--- config.mk ---
export PLATFORM = sky130hd
export DESIGN_NAME = cfg_sum_check
export DESIGN_NICKNAME = d
export VERILOG_FILES = /design/src/rtl/cfg_sum_check.sv
export SDC_FILE = /design/constraint.sdc
export NUM_CORES = 1
export LEC_CHECK = 0
export ABC_AREA = 1
export ABC_CLOCK_PERIOD_IN_PS = 2040
export CORE_ASPECT_RATIO = 0.5
export CORE_MARGIN = 4
export CORE_UTILIZATION = 59
export CTS_CLUSTER_SIZE = 10
export DETAILED_ROUTE_END_ITERATION = 10
export PLACE_DENSITY_LB_ADDON = 0.1
export RECOVER_POWER = 100
export SLEW_MARGIN = 10
export SYNTH_ARGS = -nofsm -noshare
export SYNTH_HDL_FRONTEND = slang
export SYNTH_SLANG_ARGS = --single-unit
--- constraint.sdc ---
create_clock -name clk -period 2.04 [get_ports clk]
set_clock_uncertainty 0.15 [all_clocks]
set_input_delay 0.204 -clock clk [delete_from_list [all_inputs] [get_ports clk]]
set_output_delay 0.204 -clock clk [all_outputs]
set_load 0.03 [all_outputs]
--- src/rtl/cfg_sum_check.sv ---
module cfg_sum_check #(
  parameter int WORD_W = 16,
  parameter int ACC_W  = 32,
  parameter int LEN_W  = 8
) (
  input  logic              clk,
  input  logic              rst_n,
  input  logic              start,
  input  logic [LEN_W-1:0]  len,
  input  logic              word_valid,
  input  logic [WORD_W-1:0] word_data,
  output logic              done,
  output logic              pass
);
  localparam int PAD_W = ACC_W - WORD_W;

  logic              armed;
  logic [LEN_W-1:0]  cnt;
  logic [LEN_W-1:0]  last_idx;
  logic [ACC_W-1:0]  acc;
  logic              done_q;
  logic              pass_q;

  wire take    = armed && word_valid && !start;
  wire is_last = (cnt == last_idx);
  wire verdict = (acc != '0) && (acc[WORD_W-1:0] == word_data);

  always_ff @(posedge clk) begin
    if (!rst_n) begin
      armed    <= 1'b0;
      cnt      <= '0;
      last_idx <= '0;
      acc      <= '0;
      done_q   <= 1'b0;
      pass_q   <= 1'b0;
    end else begin
      done_q <= 1'b0;
      if (start) begin
        armed    <= 1'b1;
        cnt      <= '0;
        acc      <= '0;
        pass_q   <= 1'b0;
        last_idx <= (len == '0) ? '0 : len - 1'b1;
      end else if (take) begin
        if (is_last) begin
          armed  <= 1'b0;
          done_q <= 1'b1;
          pass_q <= verdict;
        end else begin
          acc <= acc + {{PAD_W{1'b0}}, word_data};
          cnt <= cnt + 1'b1;
        end
      end
    end
  end

  assign done = done_q;
  assign pass = pass_q;
endmodule


# Word level (Yosys, flattened, before mapping)
# Cells that the tools add are included.
# classes
n_bitwise,3
n_addsub,3
eq_ne,2
n_reduce_logical,13
mux,5
# op_table
operator,n
$add 32x16->32,1
$reduce_bool 32->1,1
$eq 16x16->1,1
$add 8x1->8 const B,1
$eq 8x8->1,1
$logic_not 8->1,1
$mux 8,1
$sub 8x1->8 const B,1
$reduce_and 2->1,3
$mux 1,4
$reduce_bool 2->1,2
$logic_and 1x1->1,3
$not 1->1,3
$reduce_or 3->1,1
$reduce_or 2->1,1
$logic_not 1->1,1
# word_totals
regBits,51
input_bits,28

# Depth between registers and ports, before layout
# Gate-level depths: netlist (run 1).
# depth
depth_word,4
ltp_mapped,13

# Worst setup path before layout (run 1)
# OpenSTA, ideal clock, no wires.
# synth_timing
kind,register -> register
startpoint,reg acc[0]
endpoint,reg acc[28]
path_stages_with_launch,10
synth_period_minus_slack_ps,1854
arrival_time_ps,1589
setup_slack_ps,186
required_ps,1775
cell_sequence,dfxtp_1 -> ha_1 -> fa_1 -> nand2_1 -> nand3_1 -> and2_1 -> nand3b_1 -> nand3_1 -> a21oi_1 -> nor2_1
# synth_via
elab_chain_cells,1
# synth_lines
element,line,text
"start, declared",20,logic [ACC_W-1:0] acc;
"start signal, assigned",50,"acc <= acc + {{PAD_W{1'b0}}, word_data};"
$add 32x16->32,50,
# Every way passes these cells.
# A chain may end at the register's enable or synchronous reset.

# Worst setup path after layout (run 1)
# layout_timing
startpoint,reg acc[11]
endpoint,"reg pass_q, in the netlist pass"
# layout_via
elab_chain_cells,2
# layout_lines
element,line,text
$reduce_bool 32->1 or $eq 16x16->1 (tied branches),26,wire verdict = (acc != '0) && (acc[WORD_W-1:0] == word_data);
$logic_and 1x1->1 *,26,
"end signal, assigned",48,pass_q <= verdict;
"end, declared",22,logic pass_q;
# Mark *: on every way between the ends. The rest lies on a longest branch, timed or not.

==> impl_metrics.toml, run 1 <==
[worst_hold_path]
hp-class = "reg -> reg"
worst_hold_path.endpoint = "pass"
hold_depth = 2
min_from = "pass"

[clock_tree]
numCtsBuffers = 5
cts_buffer_depth = 2
clk_latency_ns = 0.31
cts_max_level = 2
ctsResizeCount = 0
tritoncts = "done"
numClockSinks = 51
clockRootBuffer = "clkbuf_16"
post-cts-setup-buffer-count = 0
cts-hold-fix-buffers = 0
clk_pin_slew_worst_paths_ns = 0.07

[floorplanning]
die-width_um = 122
die_y_um = 65.0
start_util_pct = 62.0
core_mm2 = 0.00618
fp.dieArea_mm2 = 0.00793
rows = 20
io_pins = 30

[synth]
ys_seq_elements = 51
synth_edf_count = 0
synth_area_mm2 = 0.00383
yosysWarnings = 0
synth_seq_area_share_pct = 26.6
async_flop_share_pct = 0
syn_nets = 676
synth-main-ff-cell = "dfxtp_1"
syn_avg_cell_area_um2 = 6.10
synthCells = 629
synth_cell_types = 40

[worst_setup_path]
path_max_fanout = 5
cp.arrival_ns = 2.02
r2r_setup_slack_ns = 0.10
timing.rr.start = "acc[11]"
crit_required_ns = 2.13
crit_type = "reg -> reg"
endpoint_kind = "register"
worstSetupStartpoint = "acc[11]"
start_kind = "register"
r2r-end = "pass"
r2r_cells = 6

[drt]
num_vias = 4239
wl_met3_um = 877
wire_per_inst_um = 13.5
totalWireLength_mm = 10.7
routed.top_layer = "met4"
drc = 0
firstDrtPassIters = 6
routed_via_density = 5.35
final_antenna_net_count = 0
m1WireLength_mm = 4.88
wl_met2_mm = 4.78
drtIter0Drc = 409

[grt]
antenna_found_initial = 0
grt_pass1_wl_mm = 17.3
grt-ovfl-total = 0
grt_max_degree = 25
grt_pass1_vias = 3820
grt_usage_pct = 27.5

[final_layout]
drive_gt1_share_pct = 16.0
syn2layout_area_growth_pct = 27.4
n_fill_cell = 466
final_util_pct = 79.0
nets = 751
num_antenna_cells = 0

[place]
gp_congestion = 0.949
io_buffers = 29
place.detailed.hpwl_mm = 8.02

[pwr]
vdd_ir_drop_max_uv = 441
leakagePower_nw = 2.22
cellPowerDensity_mw_per_mm2 = 484

[sta]
worst_pin_slew_ns = 0.477
fmax_mhz = 516
grt_setup_unrepaired = "true"
whs_ns = 0.323
hold_violations = 0
max_slew_margin_pct = 68.2
finalCriticalPeriod_ns = 1.94
period_share_pct = 95.0
finalMaxSlewViolations = 0
setup_violations = 0

[flow_run]
maxCapViolCount = 0

[run_status]
status = "finished clean"
layout make-up:
| type | instances | area (um2) | area share, % |
|---|---|---|---|
| repair buffers | 80 | 694 | 14.2 |
| inverters | 94 | 355 | 7.27 |
| clock inverters | 2 | 16.3 | 0.333 |
| clock buffers | 6 | 129 | 2.64 |
| multi-input cells | 472 | 2560 | 52.4 |
| flip-flops and latches | 51 | 1020 | 20.9 |
| well taps | 88 | 110 | 2.25 |
synthesized netlist by cell type, types with 3 or more instances:
library cell  number  area (um2)
a21oi_1           41         205
buf_2              5        25.0
buf_4              3        22.5
dfxtp_1           51        1020
ha_1              18         225
inv_1             91         342
nand2_1          180         676
nand2_2            7        43.8
nand3_1           44         220
nand3_2            3        30.0
nand4_1           10        62.6
nor2_1            86         323
nor2_2             6        37.5
nor3_1             7        35.0
nor4_1             3        18.8
o21ai_0           19        95.1
o21ai_1            3        15.0
o22ai_1            5        31.3
xnor2_1           13         114
xor2_1             7        61.3
cells by family (layout without fill, tap and decap cells):
family	count (synthesis)	after routing	synth area share (%)
AO/OA/AOI/OAI	71	71	9.76
XOR/XNOR	20	20	4.57
adder cells (fa/ha/maj)	19	19	6.39
buffers and inverters	106	182	11.3
flip-flops	51	51	26.6
AND/OR/NAND/NOR	362	362	41.4
metrics by stage:
stage	instance area, um2	std cells	setup TNS (ns)	power [mW]	worst slack (ns)
final	4880	793	0	2.36	0.102
after global routing	4880	793	-0.0330	2.46	-0.0178
after CTS	4710	793	0	2.32	0.0152
after detailed placement	4570	785	-5.43	1.46	-0.276
after global placement	4570	785	-4.41	1.45	-0.226
after floorplan	3830	629	0	1.28	0.186
power by group:
group	switching (mW)	leakage, nW	internal (mW)
clock	0.427	0.0675	0.462
combinational	0.235	1.74	0.210
sequential	0.0136	0.413	1.01
worst max-delay path, stage by stage (launching register included):
cell and delay, ns:
dfxtp_1 0.37, ha_2 0.34, or2_2 0.32, nor4_1 0.27
buf_4 0.20, nand4_1 0.10, a21oi_1 0.13
metal layers:
| layer | up-vias | track usage (%) |
|---|---|---|
| met5 | - | 0 |
| met2 | 177 | 45.2 |
| met3 | 17 | 8.28 |
| met4 | 0 | 5.17 |
| met1 | 1909 | 36.0 |
| li1 | 2136 | - |
state kept, by name (all words and copies together) (netlist names):
name,flops
acc,32
cnt,8
last_idx,8
armed,1
done,1
pass,1
worst max path at each step:
stage / end / slack (ns) / cells past startpoint
finish: pass / 0.10 / 6
global route: acc[17] / -0.02 / 11
CTS: acc[31] / 0.02 / 12
detailed placement: acc[31] / -0.28 / 13
global placement: acc[28] / -0.23 / 10
floorplan: acc[28] / 0.19 / 9
cell usage in the layout, fill, tap and decap left out, drive strengths merged:
master         synthesis  final
xnor2                 13     13
clkbuf                 1      7
clkdlybuf4s50          0     27
or2                    3      3
nor2                  94     94
o211ai                 2      2
dfxtp                 51     51
o21ai                 22     22
and2                   3      3
fa                     1      1
inv                   94     95
nor3b                  3      3
nor3                   9      9
nor4                   3      3
nand4                 10     10
or3                    1      1
buf                   11     50
xor2                   7      7
o21bai                 1      1
clkinvlp               0      1
nand2                188    188
a21oi                 41     41
o22ai                  5      5
dlygate4sd3            0      2
nand3b                 1      1
ha                    18     18
nand3                 47     47
Power figures use the tool's default switching activity.
==> run 2: changes to the inputs <==
--- a/config.mk
+++ b/config.mk
@@ -12,6 +12,7 @@
 export CORE_UTILIZATION = 59
 export CTS_CLUSTER_SIZE = 10
 export DETAILED_ROUTE_END_ITERATION = 10
+export GPL_ROUTABILITY_DRIVEN = 1
 export PLACE_DENSITY_LB_ADDON = 0.1
 export RECOVER_POWER = 100
 export SLEW_MARGIN = 10
==> results of run 2 <==
Same layout as run 1: the final DEF is identical, and so are final timing and power.
==> run 3: changes to the inputs <==
--- a/config.mk
+++ b/config.mk
@@ -6,15 +6,14 @@
 export NUM_CORES = 1
 export LEC_CHECK = 0
 export ABC_AREA = 1
-export ABC_CLOCK_PERIOD_IN_PS = 2040
+export ABC_CLOCK_PERIOD_IN_PS = 2300
 export CORE_ASPECT_RATIO = 0.5
-export CORE_MARGIN = 4
-export CORE_UTILIZATION = 59
+export CORE_UTILIZATION = 64
 export CTS_CLUSTER_SIZE = 10
 export DETAILED_ROUTE_END_ITERATION = 10
 export GPL_ROUTABILITY_DRIVEN = 1
 export PLACE_DENSITY_LB_ADDON = 0.1
-export RECOVER_POWER = 100
+export RECOVER_POWER = 25
 export SLEW_MARGIN = 10
 export SYNTH_ARGS = -nofsm -noshare
 export SYNTH_HDL_FRONTEND = slang
==> constraint.sdc (replaced) <==
create_clock -name clk -period 2.3 [get_ports clk]
set_clock_uncertainty 0.15 [all_clocks]
set_input_delay 0.23 -clock clk [delete_from_list [all_inputs] [get_ports clk]]
set_output_delay 0.23 -clock clk [all_outputs]
set_load 0.03 [all_outputs]
==> impl_metrics.toml, run 3 (synthesis gave the netlist of run 1 again) <==
[run_status]
status = "finished with violations"
violations = "DRC"

[final_layout]
regMostFlops = "acc"
mostFrequentLayoutCell = "nand2_1"
top_regs = "acc x32, cnt x8, last_idx x8"
largest_reg_flops = 32
syn2layout_area_growth_pct = 14.4
nets = 715
drive_gt1_share_pct = 7.47
final_util_pct = 77.9
num_antenna_cells = 0
final_cell_mix = "nand2_1, inv_1, nor2_1"

[sta]
fmax_mhz = 471
hold_violations = 0
grt_setup_unrepaired = "false"
whs_ns = 0.319
worst_pin_slew_ns = 0.586
max_slew_margin_pct = 60.6
finalMaxSlewViolations = 0
period_share_pct = 92.3
finalCriticalPeriod_ns = 2.12
setup_violations = 0

[clock_tree]
ctsResizeCount = 0
cts_buffer_depth = 2
clk_pin_slew_worst_paths_ns = 0.07
clockRootBuffer = "clkbuf_16"
post-cts-setup-buffer-count = 0
cts-hold-fix-buffers = 0
cts_max_level = 2
numClockSinks = 51
clk_latency_ns = 0.30
numCtsBuffers = 5
tritoncts = "done"

[flow_run]
maxCapViolCount = 0

[drt]
totalWireLength_mm = 9.77
num_vias = 3997
firstDrtPassIters = 8
routed_via_density = 5.39
drc = 3
drtIter0Drc = 265
final_antenna_net_count = 0
wire_per_inst_um = 13.2

[pwr]
leakagePower_nw = 2.04
p_clk_share_pct = 38.5
p_sw_mw = 0.565
combPwrFrac_pct = 16.3
cellPowerDensity_mw_per_mm2 = 458
seqPwrFrac_pct = 45.3
intPower_mw = 1.45
vdd_ir_drop_max_uv = 372
switching_share_pct = 28.1

[grt]
grt_max_degree = 37
grt_pass1_wl_mm = 16.4
antenna_found_initial = 0
grt-ovfl-total = 0
grt_pass1_vias = 3660
grt_usage_pct = 32.8

[place]
gp_congestion = 0.947
place.detailed.hpwl_mm = 7.44
io_buffers = 29

[floorplanning]
rows = 19
core_mm2 = 0.00563
io_pins = 30
start_util_pct = 68.1
die_y_um = 56.7
die-width_um = 111
fp.dieArea_mm2 = 0.00632

[worst_setup_path]
crit_type = "in -> reg"
endpoint_kind = "register"
cp.arrival_ns = 2.20
start_kind = "input pin"
path_max_fanout = 5
crit_required_ns = 2.38

[worst_hold_path]
hp-class = "reg -> reg"
## run 3: power by group through the flow
stage                     combinational (mW)  sequential, mW  clock (mW)
after floorplan                        0.203           0.928           0
after global routing                   0.362           0.912       0.810
after detailed placement               0.321           0.931           0
final                                  0.327           0.910       0.774
after CTS                              0.324           0.910       0.774
after global placement                 0.315           0.930           0
## run 3: routing by layer
metal  share of wire [%]  vias to the layer above  GRT usage, %
li1                    -                     2057             -
met1                  46                     1806          42.3
met2                  44                      115          54.4
met3                 8.2                       19          9.18
met4                 1.3                        0          8.11
met5                   0                        -             0
## run 3: area by class of cell
class / count / area, um2
Clock inverter: 2 / 17.5
Clock buffer: 6 / 129
Inverter: 94 / 355
Fill cell: 489 / 1250
Multi-Input combinational cell: 472 / 2380
Timing Repair Buffer: 44 / 397
Tap cell: 73 / 91.3
Sequential cell: 51 / 1020
## run 3: stage by stage
stage	cells	TNS [ns]	setup WS, ns	instance area, um2	total power [mW]
after global routing	742	0	0.106	4390	2.08
after global placement	734	0	0.0240	4250	1.25
after CTS	742	0	0.282	4400	2.01
final	742	0	0.177	4390	2.01
after detailed placement	734	-0.0755	-0.0354	4250	1.25
after floorplan	629	0	0.446	3830	1.13
## run 3: path summary, 6_finish.rpt
kind / cells after the start / end / slack [ns] / start
worst min-delay path: 2 / pass / 0.32 / pass
worst max-delay path: 6 / pass / 0.18 / word_data[11]
worst max register to register: 5 / pass / 0.20 / acc[11]
worst min register to register: 2 / pass / 0.32 / pass
## run 3: worst max-delay path, stage by stage
cell and delay [ns]:
clkdlybuf4s50_1 0.41, ha_1 0.38, or2_2 0.34, nor4_1 0.51
nand4_1 0.17, a21oi_1 0.14
